===== config.mk =====
export PLATFORM = sky130hd
export DESIGN_NAME = isa_irq_vector
export DESIGN_NICKNAME = d
export VERILOG_FILES = /design/src/rtl/isa_vec_pkg.sv /design/src/rtl/irq_line_merge.sv /design/src/rtl/irq_prio_scan.sv /design/src/rtl/irq_vec_port.sv /design/src/rtl/isa_irq_vector.sv
export SDC_FILE = /design/constraint.sdc
export NUM_CORES = 1
export LEC_CHECK = 0
export CAP_MARGIN = 20
export CELL_PAD_IN_SITES_DETAIL_PLACEMENT = 0
export CELL_PAD_IN_SITES_GLOBAL_PLACEMENT = 2
export CORE_MARGIN = 3
export CORE_UTILIZATION = 29
export CTS_CLUSTER_SIZE = 12
export DETAILED_ROUTE_END_ITERATION = 12
export DONT_BUFFER_PORTS = 1
export HOLD_SLACK_MARGIN = 0.08
export PLACE_DENSITY_LB_ADDON = 0.05
export SYNTH_ARGS = -nofsm -noshare
export SYNTH_HDL_FRONTEND = slang
export SYNTH_SLANG_ARGS = --single-unit

===== constraint.sdc =====
create_clock -name clk -period 1.52 [get_ports clk]
set_clock_uncertainty 0.05 [all_clocks]
set_input_delay 0.152 -clock clk [delete_from_list [all_inputs] [get_ports clk]]
set_output_delay 0.152 -clock clk [all_outputs]
set_load 0.01 [all_outputs]

===== src/rtl/isa_vec_pkg.sv =====
// Package: shared constants and the read-result record for the legacy
// interrupt vector port.
// Assumes: two controllers of equal width, cascade on a primary line.
package isa_vec_pkg;

    localparam int unsigned CTRL_LINES_DEF = 8;
    localparam int unsigned CASCADE_DEF    = 2;
    localparam logic [7:0]  VEC_BASE_DEF   = 8'h20;
    localparam int unsigned BUS_W_DEF      = 32;

    // Encoded answer as produced by the scan path, before capture.
    typedef struct packed {
        logic [7:0] code;
        logic       none;
    } vec_result_t;

endpackage


===== src/rtl/irq_line_merge.sv =====
// Module: irq_line_merge
// Merges the request and mask bytes of both controllers into a single
// vector of qualifying lines, numbered primary first. The cascade line is
// removed here so later stages never see it.
// Assumes: mask bit 1 means masked; cascade index lies in the primary.
module irq_line_merge #(
    parameter int unsigned CTRL_LINES = 8,
    parameter int unsigned CASCADE    = 2,
    localparam int unsigned N_LINES   = 2 * CTRL_LINES
) (
    input  logic [CTRL_LINES-1:0] pri_req,
    input  logic [CTRL_LINES-1:0] pri_mask,
    input  logic [CTRL_LINES-1:0] sec_req,
    input  logic [CTRL_LINES-1:0] sec_mask,
    output logic [N_LINES-1:0]    active
);

    logic [N_LINES-1:0] raw_active;

    // Qualify each controller's lines: requesting and not masked.
    assign raw_active = {sec_req & ~sec_mask, pri_req & ~pri_mask};

    // Drop the cascade line; every other line passes through unchanged.
    for (genvar g = 0; g < N_LINES; g++) begin : g_lane
        if (g == CASCADE) begin : g_casc
            assign active[g] = 1'b0;
        end else begin : g_pass
            assign active[g] = raw_active[g];
        end
    end

endmodule


===== src/rtl/irq_prio_scan.sv =====
// Module: irq_prio_scan
// Fixed-priority scan over the merged active vector. The lowest index
// wins. Builds a one-hot grant through a ripple "lower line seen" chain,
// then folds it into a binary index.
// Assumes: purely combinational; index is 0 when nothing is active.
module irq_prio_scan #(
    parameter int unsigned N_LINES = 16,
    localparam int unsigned IDX_W  = $clog2(N_LINES)
) (
    input  logic [N_LINES-1:0] active,
    output logic [N_LINES-1:0] grant,
    output logic [IDX_W-1:0]   win_idx,
    output logic               found
);

    logic [N_LINES-1:0] lower_seen;

    // Ripple chain: each lane learns whether any lower lane is active.
    for (genvar g = 0; g < N_LINES; g++) begin : g_chain
        if (g == 0) begin : g_first
            assign lower_seen[g] = 1'b0;
        end else begin : g_rest
            assign lower_seen[g] = lower_seen[g-1] | active[g-1];
        end
        assign grant[g] = active[g] & ~lower_seen[g];
    end

    // Any active lane means a winner exists.
    assign found = |active;

    // Fold the one-hot grant into a binary line number.
    always_comb begin
        win_idx = '0;
        for (int i = 0; i < N_LINES; i++) begin
            if (grant[i]) win_idx = win_idx | IDX_W'(i);
        end
    end

endmodule


===== src/rtl/irq_vec_port.sv =====
// Module: irq_vec_port
// Strobe interface. A read captures the encoded vector and the empty flag
// one cycle after the strobe. A write is rejected and only pulses an error.
// Assumes: wr_en overrides rd_en in the same cycle; synchronous reset.
module irq_vec_port
    import isa_vec_pkg::*;
#(
    parameter int unsigned N_LINES  = 16,
    parameter int unsigned CASCADE  = 2,
    parameter logic [7:0]  VEC_BASE = 8'h20,
    parameter int unsigned BUS_W    = 32,
    localparam int unsigned IDX_W   = $clog2(N_LINES)
) (
    input  logic             clk,
    input  logic             rst_n,
    input  logic             rd_en,
    input  logic             wr_en,
    input  logic [IDX_W-1:0] win_idx,
    input  logic             found,
    output logic [BUS_W-1:0] rd_data,
    output logic             rd_valid,
    output logic             spurious,
    output logic             wr_err
);

    vec_result_t next_res;
    logic        rd_take;

    // Offset the winning index by the vector base; index is 0 when empty.
    always_comb begin
        next_res.code = VEC_BASE + 8'(win_idx);
        next_res.none = ~found;
    end

    // A read counts only when no write shares the cycle.
    assign rd_take = rd_en & ~wr_en;

    // Capture the result on a read; pulse valid and write-error flags.
    always_ff @(posedge clk) begin
        if (!rst_n) begin
            rd_data  <= '0;
            rd_valid <= 1'b0;
            spurious <= 1'b0;
            wr_err   <= 1'b0;
        end else begin
            rd_valid <= rd_take;
            wr_err   <= wr_en;
            if (rd_take) begin
                rd_data  <= BUS_W'(next_res.code);
                spurious <= next_res.none;
            end
        end
    end


    cascade_hidden_chk: assert property (@(posedge clk) disable iff (!rst_n)
        found |-> (win_idx != IDX_W'(CASCADE)));


    read_pulse_chk: assert property (@(posedge clk) disable iff (!rst_n)
        rd_take |=> (rd_valid && rd_data[BUS_W-1:8] == '0));


    empty_code_chk: assert property (@(posedge clk) disable iff (!rst_n)
        (rd_valid && spurious) |-> (rd_data == BUS_W'(VEC_BASE)));


    write_pulse_chk: assert property (@(posedge clk) disable iff (!rst_n)
        wr_en |=> (wr_err && !rd_valid));


    hold_between_reads_chk: assert property (@(posedge clk) disable iff (!rst_n)
        !rd_take |=> ($stable(rd_data) && $stable(spurious)));

endmodule


===== src/rtl/isa_irq_vector.sv =====
// Module: isa_irq_vector (top)
// Read-only port that reports the highest-priority pending, unmasked line
// of two cascaded 8-line interrupt controllers as 0x20 + line number.
// Assumes: controller request/mask bytes are stable in the clock domain.
module isa_irq_vector
    import isa_vec_pkg::*;
#(
    parameter int unsigned CTRL_LINES = CTRL_LINES_DEF,
    parameter int unsigned CASCADE    = CASCADE_DEF,
    parameter logic [7:0]  VEC_BASE   = VEC_BASE_DEF,
    parameter int unsigned BUS_W      = BUS_W_DEF,
    localparam int unsigned N_LINES   = 2 * CTRL_LINES,
    localparam int unsigned IDX_W     = $clog2(N_LINES)
) (
    input  logic                  clk,
    input  logic                  rst_n,
    input  logic                  rd_en,
    input  logic                  wr_en,
    input  logic [CTRL_LINES-1:0] pri_req,
    input  logic [CTRL_LINES-1:0] pri_mask,
    input  logic [CTRL_LINES-1:0] sec_req,
    input  logic [CTRL_LINES-1:0] sec_mask,
    output logic [BUS_W-1:0]      rd_data,
    output logic                  rd_valid,
    output logic                  spurious,
    output logic                  wr_err
);

    logic [N_LINES-1:0] active;
    logic [N_LINES-1:0] grant;
    logic [IDX_W-1:0]   win_idx;
    logic               found;

    irq_line_merge #(.CTRL_LINES(CTRL_LINES), .CASCADE(CASCADE)) u_merge (
        .pri_req (pri_req),
        .pri_mask(pri_mask),
        .sec_req (sec_req),
        .sec_mask(sec_mask),
        .active  (active)
    );

    irq_prio_scan #(.N_LINES(N_LINES)) u_scan (
        .active (active),
        .grant  (grant),
        .win_idx(win_idx),
        .found  (found)
    );

    irq_vec_port #(
        .N_LINES(N_LINES), .CASCADE(CASCADE),
        .VEC_BASE(VEC_BASE), .BUS_W(BUS_W)
    ) u_port (
        .clk     (clk),
        .rst_n   (rst_n),
        .rd_en   (rd_en),
        .wr_en   (wr_en),
        .win_idx (win_idx),
        .found   (found),
        .rd_data (rd_data),
        .rd_valid(rd_valid),
        .spurious(spurious),
        .wr_err  (wr_err)
    );


    lowest_wins_chk: assert property (@(posedge clk) disable iff (!rst_n)
        found |-> (active[win_idx] &&
                   ((active & ((N_LINES'(1) << win_idx) - N_LINES'(1))) == '0)));


    grant_single_chk: assert property (@(posedge clk) disable iff (!rst_n)
        $onehot0(grant) && (found == (grant != '0)));


    reset_clear_chk: assert property (@(posedge clk)
        !rst_n |=> (rd_data == '0 && !rd_valid && !spurious && !wr_err));

endmodule


== Word-level counts from Yosys, hierarchy flattened ==
Cells that the tools add are included.

* RAM bits: 0
* Register bits: 11
* Memories kept: 0
* Bits in latches: 0
* Logic and storage cells: 68
* Bits of input ports: 36
* Output and inout port bits: 35
* ROM bits: 0

* Bitwise logic cells: 48
* Multiply operators: 0
* Add/sub/neg operators: 1
* $lt $le $gt $ge: 0
* Mux-type cells: 14
* Reduce and logical (&&, ||, !) cells: 1
* Div/mod/pow operators: 0
* Eq/ne operators: 0
* Shifts and indexed selects: 0

{| class="wikitable"
|+ Operators by type and width
! kind !! number
|-
| 4-bit two-way mux || 8
|-
| 8-bit AND || 2
|-
| 1-bit inverter || 16
|-
| 8-bit inverter || 2
|-
| 1-bit AND || 15
|-
| 15-bit OR reduction || 1
|-
| 1-bit bitwise OR || 13
|-
| 3-bit two-way mux || 4
|-
| 6-bit by 4-bit adder with 7-bit output, first input constant || 1
|-
| 2-bit two-way mux || 1
|-
| 1-bit two-way mux || 1
|}

== Logic depth before layout (Yosys ltp) ==
Gate-level depths: netlist of the first run.

* Word-level depth: 19
* Mapped depth: 5
* Depth with buffers taken out: 5

== Modules after synthesis ==
A second synthesis of the first run with hierarchy kept.

* Cells, all modules: 122
* Area, all modules: 1068.5 um^2

{| class="wikitable"
|+ Modules (own cells, without submodules)
! module !! times used !! area an instance (um^2) !! cells an instance !! seq. area each (um^2)
|-
| irq_vec_port || 1 || 506.7 || 56 || 160.2
|-
| irq_prio_scan || 1 || 344.1 || 49 || 0.0
|-
| irq_line_merge || 1 || 217.7 || 17 || 0.0
|}

== Worst setup path before layout of the first run ==
OpenSTA, ideal clock, no wires.

* Kind: input port to flip-flop
* Start: in sec_req[0]
* End: reg u_port.rd_data[0]
* Arrival: 1013 ps
* Path buffers: 0
* Setup slack: 383 ps
* Library setup time: 74 ps
* Cell stages on the path: 5
* Data required time: 1396 ps
* Cell sequence: or2b_2 > o2111ai_4 > nor4b_4 > o2111ai_1 > a31oi_1

* Longest elaborated chain between the ends: 12
* Elaborated cells between the ends (all ways): 24
* Classes of those cells: add/sub (1); mux (7); bitwise (16)

{| class="wikitable"
|+ RTL lines
! item !! line !! source
|-
| start: declaration || isa_irq_vector.sv:21 || <nowiki>input logic [CTRL_LINES-1:0] sec_req,</nowiki>
|-
| 8-bit AND (*) || irq_line_merge.sv:21 || <nowiki>assign raw_active = {sec_req & ~sec_mask, pri_req & ~pri_mask};</nowiki>
|-
| 1-bit bitwise OR (*) || irq_prio_scan.sv:23 || <nowiki>assign lower_seen[g] = lower_seen[g-1] | active[g-1];</nowiki>
|-
| 1-bit inverter or 1-bit bitwise OR (tied branches) || irq_prio_scan.sv:25, irq_prio_scan.sv:23 ||
|-
| 1-bit AND or 1-bit bitwise OR (tied branches) || irq_prio_scan.sv:25, irq_prio_scan.sv:23 ||
|-
| 4-bit two-way mux (tied with other cells) (4 in series) || irq_prio_scan.sv:35 || <nowiki>if (grant[i]) win_idx = win_idx | IDX_W'(i);</nowiki>
|-
| 4-bit two-way mux or 1-bit inverter (tied branches) || irq_prio_scan.sv:35, irq_prio_scan.sv:25 ||
|-
| 4-bit two-way mux or 1-bit AND (tied branches) || irq_prio_scan.sv:35, irq_prio_scan.sv:25 ||
|-
| 4-bit two-way mux (*) || irq_prio_scan.sv:35 ||
|-
| 6-bit by 4-bit adder with 7-bit output (*) || irq_vec_port.sv:31 || <nowiki>next_res.code = VEC_BASE + 8'(win_idx);</nowiki>
|-
| end signal: assignment || irq_vec_port.sv:49 || <nowiki>rd_data <= BUS_W'(next_res.code);</nowiki>
|-
| end: declaration || irq_vec_port.sv:20 || <nowiki>output logic [BUS_W-1:0] rd_data,</nowiki>
|}

Mark *: on every way between the ends. The rest lies on a longest branch, timed or not.
A chain may end at the register's enable or synchronous reset.

==> run metrics, run 1 <==
CP Class=in2reg; internal power=between 0.3 and 0.4 mW; maximum vdd ir drop=approximately 400 uV; Pwr Density=between 600 and 700 mW/mm^2; max-slew violations=0; full die area=approximately 0.0034 sq mm; Final Hold Violating Endpoints=0; critical path data required time=1.61 ns; clock-pin slew on the worst setup and hold paths=0.05 ns; DRC viols=0; Setup violations, final=0; commonest non-fill, non-tap cell in the layout=conb_1; Yosys Warn Count=0; post-DP HPWL=approximately 1.4 mm; Worst Hold Depth=3; vias in the first global route=523; layout cells sized above 1=approximately 15%; antenna violations before repair=0; Syn Area/Cell=8.46 sq um; Placed Cells=between 100 and 150; via count=~570; period utilization=66.9%; Startpoint Class=primary input; Max FO, Critical Path=8; Max clock buf depth=2; Layout area overhead=-1.87%; final cell count without fillers=130; Ports=71; ant diodes=0; Sw Pwr=0.163 mW; clock sinks=8; layout net count=around 140; most frequent cells in the layout=conb_1 (27), dfxtp_1 (8); core area=approximately 0.0025 sq mm; sw frac=30.7%; status=completed; Gates resized, CTS repair=0; Synth cell types=29; final setup TNS=0 ns; Fmax=between 900 and 1000 MHz; Comb power frac=roughly a quarter; total grt overflow=0; initial drt markers=4; cell area after synthesis=about 800 sq um; Root Buffer=clkbuf_4; maxcap violations=0; first-pass iteration count of the detailed router=2; total wire length=about 1.5 mm; sequential element share of the synthesized area=about a fifth; CP endpoint kind=register; Placer Congestion=about 0.70; RSZ-0062 raised after global routing=false; TritonCTS Buffers=3; CP arrival=1.11 ns; Cell Rows=18; Die Wd=58.6 um; Tmin final=roughly 1.0 ns; Worst Hold Class=in2reg; Clk pwr share=about 30%; Port Buffers=0; Post-synth EDFFs=0; sequential share of power=43.7%; path depth of the worst reg2reg path=2; Die H=between 50 and 60 um; CTS tree=done; Starting Density=31.6%; first-pass GRT wire length=2.23 mm; DR WL/cell=roughly 12 um; Post-Synthesis Cells=95; post-route ant nets=0; Vias/cell=about 4.4; number of synthesized register bits=8; ys async rst share=0%; Total GRT Usage=between 8 and 9%; design area=around 790 sq um; Clk Latency, worst-skew pair=approximately 0.25 ns; pin count of the biggest net entering global routing=9; leakage power figure=about 0.35 nW; placed inst area=736 sq um; ys flop type=dfxtp_1; htree depth=1
==> cells by family after synthesis <==
| logic type | after synthesis | share of synthesized area, % |
|---|---|---|
| DFF | 8 | 19.9 |
| other | 1 | 0.467 |
| and+or+nand+nor | 34 | 33.0 |
| AOI/OAI and AO/OA | 20 | 19.0 |
| buffers and inverters | 32 | 27.6 |
==> power groups by stage <==
stage / combinational, mW / sequential, mW / clock (mW)
after floorplan: 0.169 / 0.234 / 0
after global placement: 0.131 / 0.236 / 0
after detailed placement: 0.132 / 0.236 / 0
after CTS: 0.141 / 0.232 / 0.166
after global routing: 0.159 / 0.232 / 0.175
final: 0.140 / 0.231 / 0.158
==> sequential cells by signal, summed over array words and instances, names as in the netlist <==
signal	count
u_port.rd_valid	1
u_port.wr_err	1
u_port.spurious	1
u_port.rd_data	5
==> worst paths after layout <==
check	from	endpoint	slack (ns)
setup / recovery	rst_n	u_port.rd_data[3]	0.50
hold / removal	sec_mask[7]	u_port.rd_data[0]	0.11
setup reg to reg	u_port.rd_data[2]	u_port.rd_data[2]	0.75
hold reg to reg	u_port.spurious	u_port.spurious	0.44
==> metrics by stage <==
| stage | util (%) | total power [mW] | hold WS [ns] | setup slack (ns) |
|---|---|---|---|---|
| after global routing | 31.0 | 0.566 | 0.108 | 0.405 |
| after detailed placement | 28.9 | 0.369 | 0.225 | 0.226 |
| after CTS | 31.0 | 0.538 | 0.105 | 0.488 |
| after floorplan | - | 0.403 | 0.220 | 0.383 |
| after global placement | 28.9 | 0.368 | 0.223 | 0.257 |
| final | 31.0 | 0.529 | 0.107 | 0.504 |
==> cell usage after synthesis (all sizes together), types with 2 or more instances <==
master    n  area [sq um]
nand2     4          15.0
o21ai     5          25.0
or2b      4          35.0
dfxtp     8           160
o2111ai   2          35.0
a21oi     2          10.0
nor2      2          7.51
and2      2          12.5
inv       5          18.8
buf      27           203
nor2b     6          45.0
nand2b    7          48.8
a31oi     4          25.0
o211ai    2          15.0
nand3     4          20.0
==> repair_timing <==
action,4_1_cts,5_1_grt
endpoints found under the hold margin,8,0
buffers inserted,0,0
hold buffers,3,0
==> metal layers <==
metal | wire length [um] | global-route usage (%)
met2 | 752 | 14.4
met4 | 21 | 4.85
met5 | 0 | 0
met3 | 202 | 2.41
met1 | 538 | 10.1
==> final cells by class <==
type	count	area, sq um
clock buffers	3	22.5
fillers	294	1760
well taps	30	37.5
repair buffers	3	30.0
flip-flops and latches	8	160
multi-input cells	81	519
inverters	5	18.8
==> worst max-delay path: stages <==
cell           delay, ns
dlygate4sd3_1       0.64
and2_1              0.19
nand3_1             0.08
nand2_1             0.05
No activity file was read; power rests on OpenSTA's default activity.
==> inputs of run 2 (changes only) <==
Settings changed: ABC_AREA set to 1, CORE_UTILIZATION 29 to 26.
Clock period 1.52 ns to 0.9 ns, I/O delays scaled along.
==> run 2 against run 1 <==
Against the previous run: sequential power grew 74%; clock-buffer cell count unchanged; die area rose by 35%; critical path depth up 6; global-route usage is 0.33 points lower; cell count increased by 62%; first-iteration DRC count grew to 6.0 times the previous value; critical endpoint is now u_port.rd_data[0].
==> run metrics, run 2 <==
antenna violations before repair=0; main area contributors after synthesis=buf_4 (20%), dfxtp_1 (16%), inv_1 (9.7%); Sw Pwr=between 0.4 and 0.5 mW; area of the multi-input gates=624 sq um; DRC viols=0; Biggest register=u_port.rd_data; number of synthesized register bits=8; final hold slack=0.137 ns; Tmin final=roughly 0.75 ns; TritonCTS Buffers=3; Pwr Density=1100 mW/mm^2; maximum vdd ir drop=~380 uV; Ports=slightly above 70; max-slew violations=0; Startpoint Class=primary input; Register Area=approximately 160 sq um; beginning of the worst hold path=wr_en; vias in the first global route=700; htree depth=1; layout cells sized above 1=28.5%; Comb power frac=31.9%; sequential share of power=between 30 and 40%; Root Buffer=clkbuf_8; initial drt markers=24; most frequent cell after synthesis=buf_4; Syn Area/Cell=~6.7 sq um; most frequent cells in the layout=conb_1 (27), inv_1 (26), nor2_1 (16); status=completed; Core Util, Final=a little under a third; post-route ant nets=0; Vias/cell=between 3 and 4; cell area after synthesis=0.00101 sq mm; sw frac=33.5%; Final Hold Violating Endpoints=0; Post-synth EDFFs=0; Yosys top cell by area=buf_4; Yosys Warn Count=0; critical path data required time=slightly above 1 ns; ys async rst share=0%; final worst slack=around 0.15 ns; layout net count=approximately 200; reg2reg start=u_port.rd_data[2]; final cell count without fillers=211; Synth cell types=20; leakage power figure=between 0.6 and 0.7 nW; Cell Rows=21; Layout area overhead=9.45%; Setup violations, final=0; reg2reg end=u_port.rd_data[2]; Endpoint, Worst Hold=u_port.rd_valid; Post-synth top cells=buf_4 (27), inv_1 (26), nor2_1 (16), nand2_1 (15); Post-Synthesis Cells=between 150 and 200; Clk pwr share=34.9%; number of flip-flops in the largest register=5; pin count of the biggest net entering global routing=10; Max FO, Critical Path=4; internal power=0.806 mW; first-pass GRT wire length=between 2 and 3 mm; RSZ-0062 raised after global routing=false; Placer Congestion=~0.73; Critical Path Max Stage Delay=approximately 0.18 ns; Port Buffers=0; total wire length=around 1.9 mm; Placed Cells=between 200 and 250; maxcap violations=0; total grt overflow=0; DR WL/cell=just over 9 um; Critical Path, Cell by Cell=inv_1 -> nand2_2 -> nand2_4 -> nor2_2 -> nand3_1 -> nand2_1 -> nor2_1 -> nand3_1 -> nor2_1 -> nor2_1; Starting Density=28.6%; sequential element share of the synthesized area=15.9%; Fmax=~1300 MHz; internal reg-to-reg setup slack=between 0.1 and 0.15 ns; most used cell, CP=nor2_1; Die Wd=about 70 um; commonest non-fill, non-tap cell in the layout=conb_1; fillers=a little under 400; first-pass iteration count of the detailed router=4; Total GRT Usage=around 8.4%; CP endpoint kind=register; Synth top area share=about 20%; Die H=68.2 um; path depth of the worst reg2reg path=2; clock-pin slew on the worst setup and hold paths=around 0.040 ns; ant diodes=0; clock sinks=8; post-DP HPWL=around 1.7 mm; period utilization=about 84%; full die area=roughly 0.0047 sq mm; core area=approximately 0.0035 sq mm; CTS tree=done; postcts setup bufs=0; Clk Latency, worst-skew pair=0.22 ns; ys flop type=dfxtp_1; CP arrival=0.87 ns; Slowest-stage cell, CP=nor2_2; via count=782; Max clock buf depth=2; Place WS=-0.0990 ns; CP Class=in2reg; Worst Hold Class=in2reg; Worst Hold Depth=4
## run 2: cell count changes after synthesis, moves of 6 or more
cell | before | now
nand2_4 | 0 | 8
inv_2 | 0 | 6
nand2_2 | 0 | 8
nor2_1 | 2 | 16
nand2_1 | 4 | 15
inv_1 | 5 | 26
## run 2: final cells by class
cell class                 count  share of cell area (%)
inverter                      32                    10.9
multi-input combinational    110                    56.7
clock buffer                   3                    3.75
sequential                     8                    14.5
timing repair buffer          12                    8.86
tap                           46                    5.23
## run 2: how the worst max path moves through the flow
stage	from	to	slack, ns	cells after the start
floorplan	pri_mask[4]	u_port.rd_data[2]	0.008	10
global placement	sec_req[5]	u_port.rd_data[2]	-0.11	8
detailed placement	pri_mask[1]	u_port.rd_data[1]	-0.1	8
CTS	rst_n	u_port.rd_data[2]	0.03	3
global route	pri_mask[0]	u_port.rd_data[1]	0.03	10
finish	pri_mask[0]	u_port.rd_data[0]	0.15	10
## run 2: cell families after synthesis
group                  after synthesis  share of synthesized area [%]
AOI/OAI and AO/OA                   13                           6.47
buffers and inverters               59                           32.1
DFF                                  8                           15.9
other                                1                          0.373
and+or+nand+nor                     70                           45.1
## run 2: power by group through the flow
stage	Clock (mW)	Sequential [mW]	Combinational, mW
2_1_floorplan	0	0.403	0.388
3_3_place_gp	0	0.408	0.376
3_5_place_dp	0	0.408	0.374
4_1_cts	0.440	0.402	0.386
5_1_grt	0.468	0.403	0.440
6_report	0.423	0.402	0.387
## run 2: through the flow
step / setup TNS [ns] / power [mW] / area (sq um)
6_report: 0 / 1.21 / 1100
2_1_floorplan: 0 / 0.791 / 1100
4_1_cts: 0 / 1.23 / 1090
5_1_grt: 0 / 1.31 / 1100
3_5_place_dp: -0.447 / 0.782 / 1030
3_3_place_gp: -0.464 / 0.784 / 1030
## run 2: repair_timing
item	in CTS	in global routing
endpoints found under the setup margin	0	6
gates resized for setup	0	3
hold buffers	2	0
hold endpoints to repair	8	0
## run 2: critical path, delay by kind of cell
family        cells  cell delay [ns]
simple gates      9             0.76
buf+inv           1             0.03
## run 2: per-layer routing
metal	vias to the layer above	part of all wire, %	track usage, %
met5	-	0	0
met1	310	44	10.3
li1	429	-	-
met4	0	0.36	2.23
met3	2	8.4	2.96
met2	41	47	13.7
==> inputs of run 3 (changes only) <==
Settings changed: ABC_AREA 1 to 0, CORE_UTILIZATION 26 to 29.
Clock period 0.9 ns to 0.8 ns, I/O delays scaled along.
==> run 3 against run 2 <==
Against the previous run: the run now ends with negative setup slack left; cell count fell by 29%; wire length fell by 18%; non-clock buffer count increased by 11; global-route usage grew 0.64 points; clock-buffer cell count is the same; sequential power grew 8.2%; clock power decreased by 30%; combinational power is 5% lower; first-iteration DRC count fell by 75%.
==> run metrics, run 3 (synthesis gave the netlist of run 1 again) <==
status=finished with violations; failing checks=negative setup slack; final cell count without fillers=150; layout cells sized above 1=34.2%; Layout area overhead=21.8%; Die H=approximately 59 um; fillers=between 200 and 300; CP Class=in2reg; first-pass iteration count of the detailed router=4; ant diodes=0; Place WS=-0.422 ns; Ports=71; reg2reg start=u_port.rd_data[0]; total grt overflow=0; Setup violations, final=9; post-route ant nets=0; number of flip-flops in the largest register=5; Fmax=approximately 1100 MHz; critical path data required time=about 0.9 ns; Max FO, Critical Path=2; antenna violations before repair=0; Cell Rows=18; Port Buffers=0; first-pass GRT wire length=between 2 and 2.5 mm; pin count of the biggest net entering global routing=9; final worst slack=-0.128 ns; CTS tree=done; Register Area=roughly 160 sq um; path depth of the worst reg2reg path=2; Starting Density=about a third; core area=~0.0025 sq mm; layout net count=~160; Final Hold Violating Endpoints=0; placed inst area=about 860 sq um; most frequent cells in the layout=conb_1 (27), buf_4 (16), inv_1 (5), o21ai_0 (5), dfxtp_1 (5); Placed Cells=between 100 and 150; Root Buffer=clkbuf_4; Critical Path Max Stage Delay=around 0.35 ns; Startpoint Class=primary input; RSZ-0062 raised after global routing=true; clock sinks=8; maxcap violations=0; Placer Congestion=0.658; Max clock buf depth=2; Hold Buf Count CTS=3; Worst Hold Class=in2reg; Top delay family on crit path=simple AND/OR/NAND/NOR gates; total wire length=~1.6 mm; Tmin final=roughly 0.93 ns; DR WL/cell=10.6 um; full die area=~0.0034 sq mm; reg2reg end=u_port.rd_data[0]; leakage power figure=0.467 nW; TritonCTS Buffers=3; CP endpoint kind=register; Pwr Total=1.10 mW; htree depth=1; CP arrival=~1.0 ns; commonest non-fill, non-tap cell in the layout=conb_1; DRC viols=0; via count=634; Vias/cell=between 4 and 5; Biggest register=u_port.rd_data; clock-pin slew on the worst setup and hold paths=0.05 ns; Buf/Inv on CP=1; Slowest-stage cell, CP=or3b_1; CP Launch Point=sec_req[0]; Critical Path, Cell by Cell=or2b_4 -> o2111ai_4 -> buf_6 -> or3b_1 -> nand3_1 -> nand2_1; Pwr Density=approximately 1100 mW/mm^2; vias in the first global route=just over 600; Die Wd=58.6 um; maximum vdd ir drop=between 500 and 600 uV; initial drt markers=6; Crit path depth=6; internal reg-to-reg setup slack=approximately 0.090 ns; area of the multi-input gates=around 540 sq um; period utilization=116%; Total GRT Usage=between 9 and 10%; design area=roughly 1000 sq um; max-slew violations=0; Clk Latency, worst-skew pair=about 0.25 ns; post-DP HPWL=roughly 1.4 mm; Critical Path Sink=u_port.rd_data[3]; final setup TNS=-0.410 ns
[run 3: worst min path at each step]
stage / start / end / slack, ns / cells after the start
finish: sec_mask[6] / u_port.rd_data[0] / 0.05 / 2
floorplan: rst_n / u_port.rd_data[5] / 0.15 / 1
detailed placement: rst_n / u_port.rd_data[5] / 0.15 / 1
global route: rd_en / u_port.spurious / 0.06 / 3
CTS: rd_en / u_port.spurious / 0.04 / 3
global placement: rst_n / u_port.rd_data[5] / 0.15 / 1
[run 3: repair_timing]
action	in CTS	in global routing
hold endpoints to repair	8	1
endpoints found under the setup margin	9	11
pin swaps	5	3
buffers inserted	2	1
resized for setup	9	3
[run 3: where the power goes]
| group | total [mW] | internal (mW) | switching (mW) |
|---|---|---|---|
| Combinational | 0.369 | 0.186 | 0.183 |
| Clock | 0.297 | 0.171 | 0.126 |
| Sequential | 0.435 | 0.420 | 0.0145 |
| Total | 1.10 | 0.777 | 0.324 |
[run 3: worst reg2reg max path, delay by kind of cell, from the launching register on]
| kind | cells | cell delay, ns |
|---|---|---|
| compound gates | 2 | 0.24 |
| flops | 1 | 0.30 |
[run 3: area by class of cell]
| cell class | count | share of cell area, % |
|---|---|---|
| Clock buffer | 3 | 2.30 |
| Inverter | 5 | 1.92 |
| Multi-Input combinational cell | 81 | 55.0 |
| Sequential cell | 8 | 16.8 |
| Tap cell | 30 | 3.84 |
| Timing Repair Buffer | 23 | 20.2 |
[run 3: metal layers]
| layer | vias to the layer above | GRT usage, % | wire, um |
|---|---|---|---|
| met2 | 38 | 16.3 | 785 |
| met5 | - | 0 | 0 |
| met3 | 2 | 1.97 | 207 |
| met4 | 0 | 3.88 | 5 |
| li1 | 321 | - | - |
| met1 | 273 | 10.1 | 588 |
[run 3: per-stage QoR]
| stage | utilization [%] | hold slack [ns] |
|---|---|---|
| 2_1_floorplan | - | 0.148 |
| 3_3_place_gp | 33.9 | 0.150 |
| 3_5_place_dp | 33.9 | 0.152 |
| 4_1_cts | 37.8 | 0.0368 |
| 5_1_grt | 38.4 | 0.0629 |
| 6_report | 38.4 | 0.0459 |
